### src/rtl/awd_pkg.sv
package awd_pkg;

    localparam int unsigned BYTE_W = 8;

    // control byte bit positions
    localparam int unsigned CB_FLAG = 0;
    localparam int unsigned CB_WIE  = 1;
    localparam int unsigned CB_EIE  = 2;
    localparam int unsigned CB_SEN  = 3;

    // fixed register addresses; status and mask follow from the entry count
    typedef enum logic [3:0] {
        RA_CTRL  = 4'd0,
        RA_HI_UP = 4'd1,
        RA_HI_LO = 4'd2,
        RA_LO_UP = 4'd3,
        RA_LO_LO = 4'd4,
        RA_STAT  = 4'd5
    } reg_addr_e;

    typedef struct packed {
        logic single_en;
        logic eoc_ie;
        logic wd_ie;
    } ctrl_t;

    function automatic int unsigned lane_bytes(input int unsigned bits);
        return (bits + BYTE_W - 1) / BYTE_W;
    endfunction

endpackage

### src/rtl/awd_cmp.sv
module awd_cmp #(
    parameter int DATA_W = 10
) (
    input  logic [DATA_W-1:0] value,
    input  logic [DATA_W-1:0] bound_hi,
    input  logic [DATA_W-1:0] bound_lo,
    output logic              out_of_band
);
    logic above;
    logic below;

    always_comb begin
        above       = value > bound_hi;
        below       = value < bound_lo;
        out_of_band = above | below;
    end
endmodule

### src/rtl/awd_regs.sv
module awd_regs
    import awd_pkg::*;
#(
    parameter int DATA_W = 10,
    parameter int N_ENT  = 10,
    parameter int ADDR_W = 4
) (
    input  logic              clk,
    input  logic              rst,
    input  logic              we,
    input  logic [ADDR_W-1:0] addr,
    input  logic [BYTE_W-1:0] wdata,
    output logic [BYTE_W-1:0] rdata,
    input  logic [N_ENT-1:0]  stat,
    input  logic              flag,
    output logic [DATA_W-1:0] bound_hi,
    output logic [DATA_W-1:0] bound_lo,
    output logic [N_ENT-1:0]  mask,
    output ctrl_t             ctrl,
    output logic              clr_flag,
    output logic [N_ENT-1:0]  clr_stat
);
    localparam int UPW       = DATA_W - 2;
    localparam int NB        = lane_bytes(N_ENT);
    localparam int STAT_BASE = int'(RA_STAT);
    localparam int MASK_BASE = STAT_BASE + NB;

    logic wr_ctrl, wr_hu, wr_hl, wr_lu, wr_ll;

    always_comb begin
        wr_ctrl = we && (addr == ADDR_W'(RA_CTRL));
        wr_hu   = we && (addr == ADDR_W'(RA_HI_UP));
        wr_hl   = we && (addr == ADDR_W'(RA_HI_LO));
        wr_lu   = we && (addr == ADDR_W'(RA_LO_UP));
        wr_ll   = we && (addr == ADDR_W'(RA_LO_LO));
        clr_flag = wr_ctrl && !wdata[CB_FLAG];
    end

    generate
        for (genvar i = 0; i < N_ENT; i++) begin : g_ent
            localparam int LANE = i % BYTE_W;
            localparam int SLOT = i / BYTE_W;
            assign clr_stat[i] = we && (addr == ADDR_W'(STAT_BASE + SLOT)) && !wdata[LANE];

            always_ff @(posedge clk) begin
                if (rst)
                    mask[i] <= 1'b0;
                else if (we && (addr == ADDR_W'(MASK_BASE + SLOT)))
                    mask[i] <= wdata[LANE];
            end
        end
    endgenerate

    always_ff @(posedge clk) begin
        if (rst) begin
            bound_hi <= '1;
            bound_lo <= '0;
            ctrl     <= '0;
        end else begin
            if (wr_hu) bound_hi[DATA_W-1:2] <= wdata[UPW-1:0];
            if (wr_hl) bound_hi[1:0]        <= wdata[1:0];
            if (wr_lu) bound_lo[DATA_W-1:2] <= wdata[UPW-1:0];
            if (wr_ll) bound_lo[1:0]        <= wdata[1:0];
            if (wr_ctrl) begin
                ctrl.wd_ie     <= wdata[CB_WIE];
                ctrl.eoc_ie    <= wdata[CB_EIE];
                ctrl.single_en <= wdata[CB_SEN];
            end
        end
    end

    always_comb begin
        rdata = '0;
        unique case (addr)
            ADDR_W'(RA_CTRL): begin
                rdata[CB_FLAG] = flag;
                rdata[CB_WIE]  = ctrl.wd_ie;
                rdata[CB_EIE]  = ctrl.eoc_ie;
                rdata[CB_SEN]  = ctrl.single_en;
            end
            ADDR_W'(RA_HI_UP): rdata      = BYTE_W'(bound_hi[DATA_W-1:2]);
            ADDR_W'(RA_HI_LO): rdata[1:0] = bound_hi[1:0];
            ADDR_W'(RA_LO_UP): rdata      = BYTE_W'(bound_lo[DATA_W-1:2]);
            ADDR_W'(RA_LO_LO): rdata[1:0] = bound_lo[1:0];
            default: begin
                for (int i = 0; i < N_ENT; i++) begin
                    if (addr == ADDR_W'(STAT_BASE + i / BYTE_W))
                        rdata[i % BYTE_W] = stat[i];
                    if (addr == ADDR_W'(MASK_BASE + i / BYTE_W))
                        rdata[i % BYTE_W] = mask[i];
                end
            end
        endcase
    end
endmodule

### src/rtl/awd_flags.sv
module awd_flags
    import awd_pkg::*;
#(
    parameter int N_ENT = 10,
    parameter int IDX_W = 4
) (
    input  logic             clk,
    input  logic             rst,
    input  logic             res_vld,
    input  logic [IDX_W-1:0] res_idx,
    input  logic             seq_end,
    input  logic             mode_multi,
    input  logic             oor,
    input  logic [N_ENT-1:0] mask,
    input  ctrl_t            ctrl,
    input  logic             clr_flag,
    input  logic [N_ENT-1:0] clr_stat,
    output logic [N_ENT-1:0] stat,
    output logic             flag,
    output logic             stop
);
    logic [N_ENT-1:0] hit_vec;
    logic             hit_single;
    logic             any_hit;
    logic             imm_mode;
    logic             end_set;
    logic             flag_set;

    generate
        for (genvar i = 0; i < N_ENT; i++) begin : g_hit
            assign hit_vec[i] = res_vld && mode_multi && oor && mask[i]
                                && (res_idx == IDX_W'(i));
        end
    endgenerate

    always_comb begin
        hit_single = res_vld && !mode_multi && ctrl.single_en && oor;
        any_hit    = |hit_vec;
        imm_mode   = ctrl.wd_ie && ctrl.eoc_ie;
        end_set    = mode_multi && seq_end && (|(stat | hit_vec));
        flag_set   = hit_single || (mode_multi && imm_mode && any_hit) || end_set;
    end

    always_ff @(posedge clk) begin
        if (rst) begin
            stat <= '0;
            flag <= 1'b0;
            stop <= 1'b0;
        end else begin
            stat <= (stat & ~clr_stat) | hit_vec;
            flag <= (flag & ~clr_flag) | flag_set;
            stop <= mode_multi && imm_mode && any_hit && !stop;
        end
    end
endmodule

### src/rtl/awd_unit.sv
module awd_unit
    import awd_pkg::*;
#(
    parameter int DATA_W = 10,
    parameter int N_ENT  = 10,
    parameter int ADDR_W = 4,
    parameter int IDX_W  = (N_ENT > 1) ? $clog2(N_ENT) : 1
) (
    input  logic              clk,
    input  logic              rst,
    input  logic              reg_we,
    input  logic [ADDR_W-1:0] reg_addr,
    input  logic [7:0]        reg_wdata,
    output logic [7:0]        reg_rdata,
    input  logic              res_vld,
    input  logic [DATA_W-1:0] res_data,
    input  logic [IDX_W-1:0]  res_idx,
    input  logic              seq_end,
    input  logic              mode_multi,
    output logic              wd_flag,
    output logic [N_ENT-1:0]  wd_status,
    output logic              wd_irq,
    output logic              stop_req
);
    logic [DATA_W-1:0] bound_hi, bound_lo;
    logic [N_ENT-1:0]  mask_q;
    ctrl_t             ctrl_q;
    logic              clr_flag;
    logic [N_ENT-1:0]  clr_stat;
    logic              cmp_oor;

    awd_cmp #(.DATA_W(DATA_W)) u_cmp (
        .value      (res_data),
        .bound_hi   (bound_hi),
        .bound_lo   (bound_lo),
        .out_of_band(cmp_oor)
    );

    awd_regs #(.DATA_W(DATA_W), .N_ENT(N_ENT), .ADDR_W(ADDR_W)) u_regs (
        .clk     (clk),
        .rst     (rst),
        .we      (reg_we),
        .addr    (reg_addr),
        .wdata   (reg_wdata),
        .rdata   (reg_rdata),
        .stat    (wd_status),
        .flag    (wd_flag),
        .bound_hi(bound_hi),
        .bound_lo(bound_lo),
        .mask    (mask_q),
        .ctrl    (ctrl_q),
        .clr_flag(clr_flag),
        .clr_stat(clr_stat)
    );

    awd_flags #(.N_ENT(N_ENT), .IDX_W(IDX_W)) u_flags (
        .clk       (clk),
        .rst       (rst),
        .res_vld   (res_vld),
        .res_idx   (res_idx),
        .seq_end   (seq_end),
        .mode_multi(mode_multi),
        .oor       (cmp_oor),
        .mask      (mask_q),
        .ctrl      (ctrl_q),
        .clr_flag  (clr_flag),
        .clr_stat  (clr_stat),
        .stat      (wd_status),
        .flag      (wd_flag),
        .stop      (stop_req)
    );

    assign wd_irq = wd_flag && ctrl_q.wd_ie;
endmodule

### config.mk
export PLATFORM = sky130hd
export DESIGN_NAME = awd_unit
export DESIGN_NICKNAME = d
export VERILOG_FILES = /design/src/rtl/awd_pkg.sv /design/src/rtl/awd_cmp.sv /design/src/rtl/awd_regs.sv /design/src/rtl/awd_flags.sv /design/src/rtl/awd_unit.sv
export SDC_FILE = /design/constraint.sdc
export NUM_CORES = 1
export LEC_CHECK = 0
export ABC_AREA = 1
export CORE_MARGIN = 2
export CORE_UTILIZATION = 56
export CTS_CLUSTER_DIAMETER = 40
export DETAILED_ROUTE_END_ITERATION = 16
export PLACE_DENSITY_LB_ADDON = 0.3
export SKIP_CTS_REPAIR_TIMING = 1
export SLEW_MARGIN = 30
export SYNTH_ARGS = -nofsm -noshare
export SYNTH_HDL_FRONTEND = slang
export SYNTH_SLANG_ARGS = --single-unit
### constraint.sdc
create_clock -name clk -period 4.9 [get_ports clk]
set_input_delay 0.49 -clock clk [delete_from_list [all_inputs] [get_ports clk]]
set_output_delay 0.49 -clock clk [all_outputs]
set_load 0.005 [all_outputs]
==> impl_summary.log, run 1 <==
INFO  metric synth.area.top_cells = sky130_fd_sc_hd__dfxtp_1 (34%), sky130_fd_sc_hd__nand2_1 (11%), sky130_fd_sc_hd__ha_1 (9.1%), sky130_fd_sc_hd__inv_1 (8.9%), sky130_fd_sc_hd__a21oi_1 (7.8%)
INFO  metric power_density_over_the_cells = 249.2 nW/um2
INFO  metric synth.ff_latch_count = 45
INFO  metric hold_path_depth = 1
INFO  metric fillCellCount = 367
INFO  metric hpwlAfterDp = 5667 um
INFO  metric achievable-frequency = 334.4 MHz
INFO  metric worst_slew_slack_as_a_fraction_of_its_limit = 0.3867
INFO  metric nNetsFinal = 476
INFO  metric most-common-layout-cells = sky130_fd_sc_hd__nand2_1 (75), sky130_fd_sc_hd__inv_1 (62), sky130_fd_sc_hd__clkdlybuf4s50_1 (52)
INFO  metric antenna_found_initial = 0
INFO  metric track_usage = 0.3002
INFO  metric chipHeight = 72.43 um
INFO  metric drive_gt1_frac = 0.04225
INFO  metric place.gp.congestion = 0.9423
INFO  metric final_worst_path_period_share = 0.6103
INFO  metric routedWlPerCell = 15.68 um
INFO  metric tritoncts = yes
INFO  metric coreArea = 4444 um2
INFO  metric crit_path_category = in2out
INFO  metric peakVddDrop = 0.0002564 V
INFO  metric worst_skew_pair.late_latency = 0.30 ns
INFO  metric cpLargestDelayFamily = buffers and inverters
INFO  metric timing.max_cap.violations = 0
INFO  metric routed_wirelength = 7493 um
INFO  metric cp.required = 4.41 ns
INFO  metric period_minus_slack = 2.991 ns
INFO  metric postRouteAntennaNets = 0
INFO  metric final.setup.tns = 0 ns
INFO  metric number_of_cells_on_the_critical_path = 8
INFO  metric mapped_cell_area = 2623 um2
INFO  metric antenna_cells_inserted = 0
INFO  metric post_synth_inst_count = 376
INFO  metric floorplan.die.width = 72.43 um
INFO  metric setup_violations = 0
INFO  metric grt_start_max_net_pins = 33
INFO  metric setup_slack = 1.909 ns
INFO  metric worstMarginPinSlew = 0.9189 ns
INFO  metric netlist.top_cell.by_area = sky130_fd_sc_hd__dfxtp_1
INFO  metric clk_pin_slew_worst_paths = 0.09 ns
INFO  metric synth.net_count = 427
INFO  metric cts_buffers = 5
INFO  metric finClkSkew = 0.009208 ns
INFO  metric area_delta_synth_final = 25.67%
INFO  metric firstDrtPassIters = 5
INFO  metric holdWs = 0.4516 ns
INFO  metric root_buffer = sky130_fd_sc_hd__clkbuf_8
INFO  metric critPathMostFrequentCell = sky130_fd_sc_hd__clkdlybuf4s50_1
INFO  metric num_rows = 24
INFO  metric synth_top_area_frac = 0.3435
INFO  metric ys_warn_count = 0
INFO  metric port_buffers = 52
INFO  metric worst-path-buf-inv = 3
INFO  metric critical_path.cell_chain = clkdlybuf4s50_1 > nand2_1 > nor2_2 > inv_1 > o21ai_0 > a211oi_1 > nand3_1 > clkdlybuf4s50_1
INFO  metric design_area = 3296 um2
INFO  metric vias_in_the_first_global_route = 2598
INFO  metric top_level_ports = 53
INFO  metric first_iter_violations = 274
INFO  metric timing_hold_violations_final = 0
INFO  metric preCtsSetupSlack = 1.970 ns
INFO  metric start_util = 0.5901
INFO  metric max-clock-path-buffers = 2
INFO  metric layout_commonest_cell = sky130_fd_sc_hd__nand2_1
INFO  metric timing.critical_path.slowest_stage_cell = sky130_fd_sc_hd__clkdlybuf4s50_1
INFO  metric grt_remaining_overflow = 0
INFO  metric first_pass_grt_wire_length = 12220 um
INFO  metric unrepaired_setup_endpoints_after_global_routing = no
INFO  metric p_leak = 1.348 nW
INFO  metric worst-endpoint-arrival = 2.50 ns
INFO  metric worstRegToRegCells = 13
INFO  metric cts.htree.levels = 2
INFO  metric detailroute.via_count = 2785
INFO  metric post-route-drc-count = 0
INFO  metric worst_setup_path_start_kind = primary input
INFO  metric worst-path-max-fanout = 6
INFO  metric die_area = 5246 um2
INFO  metric endpoint_kind = primary output
INFO  metric synth.avg_cell_area = 6.975 um2
INFO  metric slowest_delay = 0.55 ns
INFO  metric via_to_cell_ratio = 5.826
INFO  metric cts.sinks = 45
INFO  metric final_max_slew_viol_count = 0
INFO  metric hold_class = reg2reg
INFO  metric synth.lib_cells_used.distinct = 33
INFO  metric placed_cell_area = 3162 um2
INFO  metric synth_seq_area_share = 0.3435
INFO  metric status = finished clean
-- synthesized netlist by cell type --
master	n
sky130_fd_sc_hd__a211oi_1	2
sky130_fd_sc_hd__a21o_1	2
sky130_fd_sc_hd__a21oi_1	41
sky130_fd_sc_hd__a21oi_4	1
sky130_fd_sc_hd__a221o_1	2
sky130_fd_sc_hd__a221oi_1	2
sky130_fd_sc_hd__and3_1	1
sky130_fd_sc_hd__buf_2	1
sky130_fd_sc_hd__buf_4	2
sky130_fd_sc_hd__clkbuf_1	7
sky130_fd_sc_hd__dfxtp_1	45
sky130_fd_sc_hd__ha_1	19
sky130_fd_sc_hd__inv_1	62
sky130_fd_sc_hd__inv_2	1
sky130_fd_sc_hd__nand2_1	75
sky130_fd_sc_hd__nand2_2	2
sky130_fd_sc_hd__nand3_1	9
sky130_fd_sc_hd__nand3_2	1
sky130_fd_sc_hd__nand4_1	2
sky130_fd_sc_hd__nor2_1	20
sky130_fd_sc_hd__nor2_2	3
sky130_fd_sc_hd__nor2_4	1
sky130_fd_sc_hd__nor3_1	12
sky130_fd_sc_hd__nor3_2	1
sky130_fd_sc_hd__nor4_1	2
sky130_fd_sc_hd__o2111ai_1	3
sky130_fd_sc_hd__o211ai_1	9
sky130_fd_sc_hd__o21ai_0	37
sky130_fd_sc_hd__o21ai_1	1
sky130_fd_sc_hd__o221ai_1	2
sky130_fd_sc_hd__o22ai_1	5
sky130_fd_sc_hd__o31ai_1	2
sky130_fd_sc_hd__o41ai_1	1
-- path summary, 6_finish.rpt --
path	startpoint	end	slack [ns]
max	reg_addr[0]	reg_rdata[0]	1.91
min	u_flags.stop	u_flags.stop	0.45
max reg2reg	u_regs.bound_lo[5]	u_flags.flag	2.75
min reg2reg	u_flags.stop	u_flags.stop	0.45
-- cells by family after synthesis --
logic type / Yosys count / synth area share
and+or+nand+nor: 129 / 0.2118
AOI/OAI and AO/OA: 110 / 0.2462
buffers and inverters: 73 / 0.1078
DFF: 45 / 0.3435
adders and majority gates: 19 / 0.09065
-- power by group --
group	internal (mW)	switching (mW)	total, mW
sequential	0.371	0.00239	0.374
combinational	0.0482	0.0626	0.111
clock	0.203	0.134	0.337
-- cell type report --
class / count / area, um2 / share of cell area
inverters: 63 / 236.5 / 0.07175
multi-input cells: 258 / 1439 / 0.4366
clock buffers: 5 / 68.82 / 0.02088
repair buffers: 52 / 520.5 / 0.1579
well taps: 52 / 65.06 / 0.01974
flip-flops and latches: 45 / 900.9 / 0.2733
clock inverters: 3 / 65.06 / 0.01974
-- per-layer routing --
metal / global-route usage / part of all wire / up-vias
met5: 0 / 0 / -
met4: 0.08025 / 0.021 / 0
met3: 0.05556 / 0.098 / 25
met2: 0.4934 / 0.45 / 168
met1: 0.4069 / 0.43 / 1229
li1: - / - / 1363
-- through the flow --
stage          power, mW  cells    util
6_report          0.8212    478  0.7416
5_1_grt           0.8508    478  0.7416
4_1_cts           0.8204    478  0.7416
3_5_place_dp      0.4901    470  0.7114
3_3_place_gp      0.4875    470  0.7114
2_1_floorplan     0.4384    376       -
-- state kept, by name, indices dropped and copies added, names as in the netlist --
name,flops
u_flags.stat,10
u_regs.bound_hi,10
u_regs.bound_lo,10
u_regs.mask,10
u_regs.ctrl,3
u_flags.flag,1
u_flags.stop,1
Power figures use the tool's default switching activity.
==> inputs of run 2 (changes only) <==
--- a/config.mk
+++ b/config.mk
@@ -7,7 +7,7 @@
 export LEC_CHECK = 0
 export ABC_AREA = 1
 export CORE_MARGIN = 2
-export CORE_UTILIZATION = 56
+export CORE_UTILIZATION = 52
 export CTS_CLUSTER_DIAMETER = 40
 export DETAILED_ROUTE_END_ITERATION = 16
 export PLACE_DENSITY_LB_ADDON = 0.3
==> constraint.sdc (replaced) <==
create_clock -name clk -period 2.85 [get_ports clk]
set_input_delay 0.285 -clock clk [delete_from_list [all_inputs] [get_ports clk]]
set_output_delay 0.285 -clock clk [all_outputs]
set_load 0.005 [all_outputs]
==> impl_summary.log, run 2 (synthesis gave the netlist of run 1 again) <==
INFO  metric cts_buffers = 5
INFO  metric timing.max_cap.violations = 0
INFO  metric detailroute.via_count = 2693
INFO  metric grt_start_max_net_pins = 22
INFO  metric place.detailed.instances = 487
INFO  metric first_iter_violations = 219
INFO  metric cts.htree.levels = 2
INFO  metric via_to_cell_ratio = 5.440
INFO  metric routedWlPerCell = 14.06 um
INFO  metric final_core_util = 0.6920
INFO  metric worst_setup_path_start_kind = primary input
INFO  metric setup_violations = 0
INFO  metric fillCellCount = 403
INFO  metric antenna_cells_inserted = 0
INFO  metric vias_in_the_first_global_route = 2478
INFO  metric worst_slew_slack_as_a_fraction_of_its_limit = 0.5992
INFO  metric hpwlAfterDp = 5454 um
INFO  metric die_area = 5627 um2
INFO  metric worst-path-max-fanout = 6
INFO  metric final_max_slew_viol_count = 0
INFO  metric final-instance-count-excl-fill = 495
INFO  metric cp.required = 2.57 ns
INFO  metric unrepaired_setup_endpoints_after_global_routing = no
INFO  metric postRouteAntennaNets = 0
INFO  metric worst_skew_pair.late_latency = 0.31 ns
INFO  metric grt_remaining_overflow = 0
INFO  metric period_minus_slack = 2.547 ns
INFO  metric final.setup.tns = 0 ns
INFO  metric final_worst_path_period_share = 0.8935
INFO  metric num_rows = 25
INFO  metric first_pass_grt_wire_length = 11470 um
INFO  metric crit_path_category = in2out
INFO  metric top_level_ports = 53
INFO  metric timing_hold_violations_final = 0
INFO  metric worstMarginPinSlew = 0.6006 ns
INFO  metric floorplan.die.width = 75.02 um
INFO  metric finClkSkew = 0.01286 ns
INFO  metric achievable-frequency = 392.7 MHz
INFO  metric worst-endpoint-arrival = 2.26 ns
INFO  metric hold_class = reg2reg
INFO  metric post-route-drc-count = 0
INFO  metric peakVddDrop = 0.0003215 V
INFO  metric coreArea = 4786 um2
INFO  metric area_delta_synth_final = 26.29%
INFO  metric tritoncts = yes
INFO  metric start_util = 0.5480
INFO  metric port_buffers = 52
INFO  metric routed_wirelength = 6960 um
INFO  metric endpoint_kind = primary output
INFO  metric track_usage = 0.2714
INFO  metric nNetsFinal = 478
INFO  metric clk_pin_slew_worst_paths = 0.08 ns
INFO  metric layout_commonest_cell = sky130_fd_sc_hd__nand2_1
INFO  metric drive_gt1_frac = 0.04439
INFO  metric max-clock-path-buffers = 2
INFO  metric p_leak = 1.348 nW
INFO  metric firstDrtPassIters = 4
INFO  metric cts.sinks = 45
INFO  metric chipHeight = 75.02 um
INFO  metric status = finished clean
INFO  metric place.gp.congestion = 0.9544
INFO  metric power_density_over_the_cells = 404.6 nW/um2
INFO  metric root_buffer = sky130_fd_sc_hd__clkbuf_8
INFO  metric most-common-layout-cells = sky130_fd_sc_hd__nand2_1 (75), sky130_fd_sc_hd__inv_1 (62), sky130_fd_sc_hd__clkdlybuf4s50_1 (52)
INFO  metric antenna_found_initial = 0
## run 2: changes by cell type in the layout (fill, tap and decap cells not counted)
cell,change
sky130_fd_sc_hd__clkbuf_1,+1
sky130_fd_sc_hd__buf_4,+2
sky130_fd_sc_hd__clkinv_2,-1
sky130_fd_sc_hd__bufinv_16,-1
sky130_fd_sc_hd__clkbuf_8,+1
## run 2: where the power goes
| part | total [mW] | internal (mW) | switching [mW] |
|---|---|---|---|
| logic | 0.188 | 0.0846 | 0.104 |
| registers | 0.643 | 0.638 | 0.00424 |
| clock network | 0.509 | 0.286 | 0.223 |
| total | 1.34 | 1.01 | 0.331 |
## run 2: metal layers
metal  vias up  wire length, um  track usage
met3        11              554      0.06426
met2       106             3174       0.4347
met4         0               98      0.06746
li1       1368                -            -
met1      1208             3132       0.3708
met5         -                0            0
## run 2: cell type report
class                      instances  area [um2]  area share
multi-input combinational        258        1439      0.4345
sequential                        45       900.9      0.2720
timing repair buffer              54       535.5      0.1617
inverter                          63       236.5     0.07140
clock buffer                       7       86.33     0.02607
tap                               67       83.83     0.02531
clock inverter                     1       30.03    0.009067
## run 2: critical path: stages
cell and delay (ns):
sky130_fd_sc_hd__clkdlybuf4s50_1 0.55, sky130_fd_sc_hd__nand2_1 0.12, sky130_fd_sc_hd__nor2_2 0.27, sky130_fd_sc_hd__inv_1 0.16, sky130_fd_sc_hd__o21ai_0 0.18, sky130_fd_sc_hd__a211oi_1 0.08, sky130_fd_sc_hd__nand3_1 0.10, sky130_fd_sc_hd__clkdlybuf4s50_1 0.51
## run 2: through the flow
| stage | total power, mW | instance area (um2) | hold slack, ns | setup slack (ns) |
|---|---|---|---|---|
| detailed placement | 0.8438 | 3196 | 0.4173 | 0.3396 |
| global route | 1.392 | 3312 | 0.4558 | 0.1227 |
| floorplan | 0.7537 | 2623 | 0.3541 | 1.195 |
| finish | 1.340 | 3312 | 0.4338 | 0.3034 |
| global placement | 0.8391 | 3196 | 0.4246 | 0.3660 |
| CTS | 1.338 | 3312 | 0.4377 | 0.3069 |
## run 2: final timing paths
path                       from            to  slack, ns  depth (start not counted)
max                 reg_addr[0]  reg_rdata[0]       0.30                          8
min                u_flags.stop  u_flags.stop       0.43                          1
max reg2reg  u_regs.bound_lo[4]  u_flags.flag       0.77                         13
min reg2reg        u_flags.stop  u_flags.stop       0.43                          1
==> inputs of run 3 (changes only) <==
--- a/config.mk
+++ b/config.mk
@@ -8,9 +8,8 @@
 export ABC_AREA = 1
 export CORE_MARGIN = 2
 export CORE_UTILIZATION = 52
-export CTS_CLUSTER_DIAMETER = 40
 export DETAILED_ROUTE_END_ITERATION = 16
-export PLACE_DENSITY_LB_ADDON = 0.3
+export PLACE_DENSITY = 0.81
 export SKIP_CTS_REPAIR_TIMING = 1
 export SLEW_MARGIN = 30
 export SYNTH_ARGS = -nofsm -noshare
==> impl_summary.log, run 3 (synthesis gave the netlist of run 1 again) <==
INFO  metric drive_gt1_frac = 0.04673
INFO  metric hold_path_depth = 1
INFO  metric grt_busiest_layer = met2
INFO  metric hold_path_startpoint = u_flags.stop
INFO  metric max-clock-path-buffers = 2
INFO  metric cts.sinks = 45
INFO  metric most-common-layout-cells = sky130_fd_sc_hd__nand2_1 (75), sky130_fd_sc_hd__inv_1 (62), sky130_fd_sc_hd__clkdlybuf4s50_1 (52)
INFO  metric endpoint_kind = primary output
INFO  metric cp.required = 2.57 ns
INFO  metric postRouteAntennaNets = 0
INFO  metric die_area = 5627 um2
INFO  metric grt_remaining_overflow = 0
INFO  metric start_util = 0.5480
INFO  metric port_buffers = 52
INFO  metric nNetsFinal = 478
INFO  metric gr-usage-met3 = 0.04819
INFO  metric crit_path_category = in2out
INFO  metric vias_in_the_first_global_route = 2551
INFO  metric place.gp.congestion = 1.002
INFO  metric first_iter_violations = 225
INFO  metric routed_wirelength = 7367 um
INFO  metric achievable-frequency = 389.5 MHz
INFO  metric finClkSkew = 0.005205 ns
INFO  metric setup_violations = 0
INFO  metric final_max_slew_viol_count = 0
INFO  metric layout_commonest_cell = sky130_fd_sc_hd__nand2_1
INFO  metric num_rows = 25
INFO  metric root_buffer = sky130_fd_sc_hd__clkbuf_8
INFO  metric hold_class = reg2reg
INFO  metric post-route-drc-count = 0
INFO  metric register_area = 900.9 um2
INFO  metric min_to = u_flags.stop
INFO  metric chipHeight = 75.02 um
INFO  metric p_leak = 1.344 nW
INFO  metric grt_start_max_net_pins = 32
INFO  metric timing.reg2reg.setup_slack = 0.72 ns
INFO  metric rr_startpoint = u_regs.bound_lo[7]
INFO  metric grt_util_met1 = 0.3578
INFO  metric via_to_cell_ratio = 5.444
INFO  metric fillCellCount = 432
INFO  metric period_minus_slack = 2.567 ns
INFO  metric worst_skew_pair.late_latency = 0.30 ns
INFO  metric cts.htree.levels = 2
INFO  metric status = finished clean
INFO  metric timing_hold_violations_final = 0
INFO  metric coreArea = 4786 um2
INFO  metric timing.max_cap.violations = 0
INFO  metric area_delta_synth_final = 25.72%
INFO  metric worst_setup_path_start_kind = primary input
INFO  metric antenna_found_initial = 0
INFO  metric worstReg2RegEnd = u_flags.stop
INFO  metric floorplan.die.width = 75.02 um
INFO  metric hpwlAfterDp = 5894 um
INFO  metric worst_slew_slack_as_a_fraction_of_its_limit = 0.6175
INFO  metric unrepaired_setup_endpoints_after_global_routing = no
INFO  metric final_core_util = 0.6889
INFO  metric multi_input_comb_area = 1439 um2
INFO  metric worstMarginPinSlew = 0.5732 ns
INFO  metric detailroute.via_count = 2695
INFO  metric first_pass_grt_wire_length = 11700 um
INFO  metric track_usage = 0.2787
INFO  metric cts_buffers = 5
INFO  metric routedWlPerCell = 14.88 um
INFO  metric worstRegToRegCells = 11
INFO  metric worst-endpoint-arrival = 2.28 ns
INFO  metric peakVddDrop = 0.0002972 V
INFO  metric holdWs = 0.4505 ns
INFO  metric clk_pin_slew_worst_paths = 0.08 ns
INFO  metric final.setup.tns = 0 ns
INFO  metric power_density_over_the_cells = 385.7 nW/um2
INFO  metric antenna_cells_inserted = 0
INFO  metric worst-path-max-fanout = 9
INFO  metric firstDrtPassIters = 5
INFO  metric top_level_ports = 53
INFO  metric tritoncts = yes
INFO  metric grtUsageMet2 = 0.4708
INFO  metric final_worst_path_period_share = 0.9009
-- run 3: layer usage --
| metal | part of all wire | vias to the layer above |
|---|---|---|
| li1 | - | 1371 |
| met1 | 0.44 | 1212 |
| met2 | 0.48 | 94 |
| met3 | 0.058 | 18 |
| met4 | 0.023 | 0 |
| met5 | 0 | - |
-- run 3: cell type report --
type,instances,share of cell area
Multi-Input combinational cell,258,0.4364
Sequential cell,45,0.2732
Timing Repair Buffer,54,0.1624
Inverter,63,0.07173
Clock buffer,7,0.02922
Tap cell,67,0.02543
Clock inverter,1,0.001518
-- run 3: stage by stage --
stage	setup slack (ns)	area, um2	power (mW)	std cells
6_report	0.2825	3297	1.272	495
5_1_grt	0.1462	3297	1.323	495
4_1_cts	0.3098	3297	1.274	495
3_5_place_dp	0.3148	3196	0.8480	487
3_3_place_gp	0.3404	3196	0.8424	487
2_1_floorplan	1.195	2623	0.7537	376
-- run 3: worst max-delay path, cell delays in order --
cell and delay [ns]:
sky130_fd_sc_hd__clkdlybuf4s50_1 0.55, sky130_fd_sc_hd__inv_1 0.07, sky130_fd_sc_hd__nor2_1 0.14, sky130_fd_sc_hd__nand2_1 0.24, sky130_fd_sc_hd__o22ai_1 0.26, sky130_fd_sc_hd__a21oi_1 0.08
sky130_fd_sc_hd__o221ai_1 0.09, sky130_fd_sc_hd__clkdlybuf4s50_1 0.56
-- run 3: worst max-delay path by stage --
stage                       startpoint            to  slack, ns
floorplan           u_regs.bound_hi[9]  u_flags.flag       1.20
CTS                        reg_addr[0]  reg_rdata[0]       0.31
global placement           reg_addr[0]  reg_rdata[0]       0.34
detailed placement         reg_addr[0]  reg_rdata[0]       0.31
global route               reg_addr[2]  reg_rdata[1]       0.15
finish                     reg_addr[0]  reg_rdata[2]       0.28
-- run 3: power by group --
group          switching (mW)  leakage (nW)  internal (mW)
combinational           0.107         0.926         0.0849
clock                   0.218        0.0542          0.219
sequential            0.00396         0.364          0.638
